**src/rtl/useq_pkg.sv**
```systemverilog
package useq_pkg;

  localparam int ADDR_W = 4;
  localparam int CTRL_W = 14;
  localparam int DEPTH  = 1 << ADDR_W;
  localparam int WORD_W = CTRL_W + ADDR_W + 2;

  // strobe bit positions
  localparam int B_PC_DRV   = 0;
  localparam int B_MAR_LD   = 1;
  localparam int B_RD       = 2;
  localparam int B_PC_INC   = 3;
  localparam int B_MDR_DRV  = 4;
  localparam int B_IR_LD    = 5;
  localparam int B_IRA_DRV  = 6;
  localparam int B_ACC_LD   = 7;
  localparam int B_ACC_DRV  = 8;
  localparam int B_ALU_ADD  = 9;
  localparam int B_TMP_DRV  = 10;
  localparam int B_MDR_LD   = 11;
  localparam int B_WR       = 12;
  localparam int B_PC_LD    = 13;

  typedef logic [CTRL_W-1:0] ctrl_t;
  typedef logic [ADDR_W-1:0] uaddr_t;

  typedef enum logic [1:0] {
    OP_LOAD  = 2'b00,
    OP_ADD   = 2'b01,
    OP_STORE = 2'b10,
    OP_BRZ   = 2'b11
  } opcode_e;

  typedef struct packed {
    logic   or_zero;
    logic   dispatch;
    uaddr_t next;
    ctrl_t  ctrl;
  } uword_t;

  function automatic ctrl_t bit_of(input int idx);
    return ctrl_t'(1) << idx;
  endfunction

  localparam uaddr_t A_FETCH = uaddr_t'(0);
  localparam uaddr_t A_TAKEN = uaddr_t'(1);
  localparam uaddr_t A_LOAD  = uaddr_t'(5);
  localparam uaddr_t A_ADD   = uaddr_t'(8);
  localparam uaddr_t A_STORE = uaddr_t'(12);
  localparam uaddr_t A_BRZ   = uaddr_t'(15);

  function automatic uaddr_t dispatch_target(input logic [1:0] op);
    uaddr_t t;
    case (opcode_e'(op))
      OP_LOAD:  t = A_LOAD;
      OP_ADD:   t = A_ADD;
      OP_STORE: t = A_STORE;
      default:  t = A_BRZ;
    endcase
    return t;
  endfunction

endpackage

```
**src/rtl/useq_ctrl_store.sv**
```systemverilog
module useq_ctrl_store
  import useq_pkg::*;
#(
  parameter int AW    = ADDR_W,
  parameter int WORDS = 1 << AW
) (
  input  logic [AW-1:0] addr,
  output uword_t        word
);

  function automatic uword_t entry(input int unsigned a);
    uword_t w;
    w = '0;
    case (a)
      0:  begin w.ctrl = bit_of(B_PC_DRV) | bit_of(B_MAR_LD);   w.next = uaddr_t'(2);  end
      1:  begin w.ctrl = bit_of(B_IRA_DRV) | bit_of(B_PC_LD);   w.next = A_FETCH;      end
      2:  begin w.ctrl = bit_of(B_RD) | bit_of(B_PC_INC);       w.next = uaddr_t'(3);  end
      3:  begin w.ctrl = bit_of(B_MDR_DRV) | bit_of(B_IR_LD);   w.next = uaddr_t'(4);  end
      4:  begin w.dispatch = 1'b1;                              w.next = A_FETCH;      end
      5:  begin w.ctrl = bit_of(B_IRA_DRV) | bit_of(B_MAR_LD);  w.next = uaddr_t'(6);  end
      6:  begin w.ctrl = bit_of(B_RD);                          w.next = uaddr_t'(7);  end
      7:  begin w.ctrl = bit_of(B_MDR_DRV) | bit_of(B_ACC_LD);  w.next = A_FETCH;      end
      8:  begin w.ctrl = bit_of(B_IRA_DRV) | bit_of(B_MAR_LD);  w.next = uaddr_t'(9);  end
      9:  begin w.ctrl = bit_of(B_RD);                          w.next = uaddr_t'(10); end
      10: begin w.ctrl = bit_of(B_ACC_DRV) | bit_of(B_ALU_ADD); w.next = uaddr_t'(11); end
      11: begin w.ctrl = bit_of(B_TMP_DRV) | bit_of(B_ACC_LD);  w.next = A_FETCH;      end
      12: begin w.ctrl = bit_of(B_IRA_DRV) | bit_of(B_MAR_LD);  w.next = uaddr_t'(13); end
      13: begin w.ctrl = bit_of(B_ACC_DRV) | bit_of(B_MDR_LD);  w.next = uaddr_t'(14); end
      14: begin w.ctrl = bit_of(B_WR);                          w.next = A_FETCH;      end
      15: begin w.or_zero = 1'b1;                               w.next = A_FETCH;      end
      default: w = '0;
    endcase
    return w;
  endfunction

  uword_t rom [WORDS];

  for (genvar g = 0; g < WORDS; g++) begin : g_rom
    assign rom[g] = entry(g);
  end

  assign word = rom[addr];

endmodule

```
**src/rtl/useq_next_addr.sv**
```systemverilog
module useq_next_addr
  import useq_pkg::*;
(
  input  uword_t     word,
  input  logic [1:0] opcode,
  input  logic       acceq0,
  output uaddr_t     next_addr
);

  always_comb begin
    if (word.dispatch) begin
      next_addr = dispatch_target(opcode);
    end else if (word.or_zero) begin
      next_addr = word.next | uaddr_t'(acceq0);
    end else begin
      next_addr = word.next;
    end
  end

endmodule

```
**src/rtl/useq_sequencer.sv**
```systemverilog
module useq_sequencer
  import useq_pkg::*;
(
  input  logic              clk,
  input  logic              rst_n,
  input  logic [1:0]        opcode,
  input  logic              acceq0,
  output logic [CTRL_W-1:0] strobes,
  output logic [ADDR_W-1:0] csar
);

  uword_t cur_word;
  uaddr_t nxt;
  ctrl_t  csir;

  useq_ctrl_store #(.AW(ADDR_W)) i_store (
    .addr (csar),
    .word (cur_word)
  );

  useq_next_addr i_next (
    .word      (cur_word),
    .opcode    (opcode),
    .acceq0    (acceq0),
    .next_addr (nxt)
  );

  always_ff @(posedge clk) begin
    if (!rst_n) begin
      csar <= A_FETCH;
      csir <= '0;
    end else begin
      csar <= nxt;
      csir <= cur_word.ctrl;
    end
  end

  assign strobes = csir;

endmodule

```
**config.mk**
```make
export PLATFORM = sky130hd
export DESIGN_NAME = useq_sequencer
export DESIGN_NICKNAME = d
export VERILOG_FILES = /design/src/rtl/useq_pkg.sv /design/src/rtl/useq_ctrl_store.sv /design/src/rtl/useq_next_addr.sv /design/src/rtl/useq_sequencer.sv
export SDC_FILE = /design/constraint.sdc
export NUM_CORES = 1
export LEC_CHECK = 0
export BUFFER_PORTS_ARGS = -buffer_cell sky130_fd_sc_hd__clkbuf_2
export CAP_MARGIN = 30
export CORE_MARGIN = 1.5
export CORE_UTILIZATION = 51
export DETAILED_ROUTE_END_ITERATION = 10
export GPL_TIMING_DRIVEN = 0
export PLACE_DENSITY_LB_ADDON = 0.3
export SLEW_MARGIN = 20
export SYNTH_ARGS = -nofsm -noshare
export SYNTH_HDL_FRONTEND = slang
export SYNTH_HIERARCHICAL = 1
export SYNTH_SLANG_ARGS = --single-unit
export TNS_END_PERCENT = 10
```
**constraint.sdc**
```tcl
create_clock -name clk -period 1.95 [get_ports clk]
set_clock_uncertainty 0.1 [all_clocks]
set_input_delay 0.0975 -clock clk [delete_from_list [all_inputs] [get_ports clk]]
set_output_delay 0.0975 -clock clk [all_outputs]
set_load 0.01 [all_outputs]
```
==> results.cfg <==
[status]
status = finished, final reports clean

[placed_design]
post_dp_cell_area_sq_um = 1090
port_buffers = 22
hpwlAfterDp_microns = 1330
gp_congestion = 0.855

[finish]
final_cell_area_sq_um = 1130
drive_above_1_share_pct = 39.4
layout_common_cells = clkbuf_2 (22), dfxtp_1 (16), and2_2 (14), ha_1 (10)
layout_commonest_cell = clkbuf_2
n_antenna_cell = 0
layout.nets = 143
areaGrowthSynthToFinish_pct = 19.0

[setup_path]
crit_type = reg2reg
cp_max_fo = 7
crit_buf_inv = 1
path_cells = inv_1, ha_1, a211oi_1, a21oi_1, mux2_4, and2_2
worst_ep_arrival_time_ns = 1.99
reg2reg_from = csar[0]
cp_top_family = flip-flops
regToRegSetupSlack_ns = 0.05
r2r_cells = 6
max_stage_delay_ns = 0.43
reg2reg_to = csar[1]
slowest_stage = dfxtp_2
cp.required_ns = 2.04
crit_path_start_kind = flop
cp-end-kind = flop

[clocking]
clk_latency_ns = 0.29
cts.path.max_buffers = 2
cts_tree = done
cts_root_buffer = clkbuf_4
htreeDepth = 1
clock_sinks = 18
clk_pin_slew_ns = 0.10
cts-buffers-inserted = 3
hold_buffers = 0

[yosys]
syn_area_sq_um = 946
syn_avg_cell_area_sq_um = 9.37
yosysSeqAreaShare_pct = 38.1
synth.distinct_cells = 22
syn_inst = 101
synth_fp_nets = 116
synth.ff_latch_count = 18
yosysWarnings = 6

[drt]
postRouteAntennaNets = 0
wl_microns = 1730
routed_via_density = 4.85
wl_per_cell_microns = 11.4
drt-pass1-iter-count = 4
drt_iter0_markers = 8
drc_errors = 0
vias = 737

[timing]
finalCriticalPeriod_ns = 1.90
fin_tns_setup_ns = 0
rsz0062_at_grt = false
final-hold-violation-count = 0
tightest_slew_ns = 0.273
setup_viol = 0
relSlewSlack_pct = 81.8
max_freq_mhz = 526
slew_viol_final = 0
finalCritPeriodShare_pct = 97.4

[die]
fp.coreArea_sq_um = 1730
die_h_microns = 46.1
placementRows = 15
die_x_microns = 46.1
fp.dieArea_sq_um = 2120
initial_core_util_pct = 54.8
ios = 23

[power]
leakage_uw = 0.000562
p_per_area_nw_per_um2 = 812
peakVddDrop_v = 0.000538

[flow_run]
cap_violations = 0

[global_route]
antenna_found_initial = 0
grt_max_degree = 11
grt_pass1_vias = 686
track_usage_pct = 19.3
grt.overflow.total = 0
grt_pass1_wl_microns = 2900

[hold_path]
min-delay-start = rst_n
hp-class = in2reg
min_to = csar[2]
min_delay_path_depth = 2
## through the flow
step / total power (uW) / utilization (%) / std cells / hold WS, ns / setup WS (ns)
3_3_place_gp: 677 / 63.0 / 148 / 0.338 / 0.105
5_1_grt: 966 / 65.2 / 152 / 0.0559 / 0.0306
3_5_place_dp: 691 / 63.0 / 148 / 0.340 / -0.0450
2_1_floorplan: 613 / - / 101 / 0.134 / 0.136
6_report: 914 / 65.2 / 152 / 0.0431 / 0.0502
4_1_cts: 916 / 65.1 / 152 / 0.0355 / 0.0150
## final cells by class
class,count,area (sq um)
Fill cell,157,601
Multi-Input combinational cell,69,512
Tap cell,25,31.3
Buffer,5,37.5
Sequential cell,18,363
Timing Repair Buffer,22,110
Clock buffer,4,36.3
Inverter,9,36.3
## kinds of logic after synthesis
family                     count (synthesis)  share of synthesized area [%]
AOI/OAI and AO/OA                         12                           7.54
DFF                                       18                           38.1
xor gates and xnor gates                   1                          0.926
and+or+nand+nor                           40                           25.0
adders and majority gates                 10                           13.2
muxes                                      6                           7.41
buffers and inverters                     14                           7.80
## repair_timing
action / in CTS / in global routing
buffers inserted: 0 / 0
endpoints found under the setup margin: 1 / 1
gates resized for setup: 1 / 1
## metal layers
layer  wire, microns  global-route usage [%]  up-vias
met5               0                       0        -
met4              26                    10.3        0
met3              62                    3.53        4
met2             885                    31.1       19
met1             756                    24.2      335
li1                -                       -      379
## sequential cells by signal (all words and copies together), names as in the netlist
signal,count
csar,4
strobes,14
## synth_stat cells
library cell	number	share of area, %
dfxtp_1	18	38
and2_2	14	11
ha_1	10	13
inv_1	8	3.2
nor2_1	8	3.2
and2_1	7	4.6
a21oi_1	4	2.1
mux2i_1	4	4.2
nand2_1	4	1.6
o21ai_0	4	2.1
a211oi_1	3	2.4
buf_2	3	1.6
and3_1	2	1.3
buf_6	2	2.4
mux2_4	2	3.2
nor2b_1	2	1.3
a22o_1	1	0.93
inv_4	1	0.66
nand2b_1	1	0.66
nor3_1	1	0.53
or3_1	1	0.66
xor2_1	1	0.93
## power by group
group | leakage [uW] | switching [uW] | internal, uW | total [uW]
logic | 0.000394 | 138 | 127 | 265
registers | 0.000147 | 21.4 | 401 | 422
clock network | 0.0000210 | 113 | 114 | 227
total | 0.000562 | 272 | 642 | 914
## worst max path at each step
stage / start / to / slack [ns] / cells past startpoint
after CTS: csar[1] / csar[1] / 0.01 / 6
after detailed placement: csar[0] / csar[1] / -0.05 / 6
final: csar[0] / csar[1] / 0.05 / 6
after floorplan: csar[0] / csar[1] / 0.14 / 6
after global routing: csar[2] / csar[1] / 0.03 / 5
after global placement: csar[0] / csar[1] / 0.11 / 6
No activity file was read; power rests on OpenSTA's default activity.
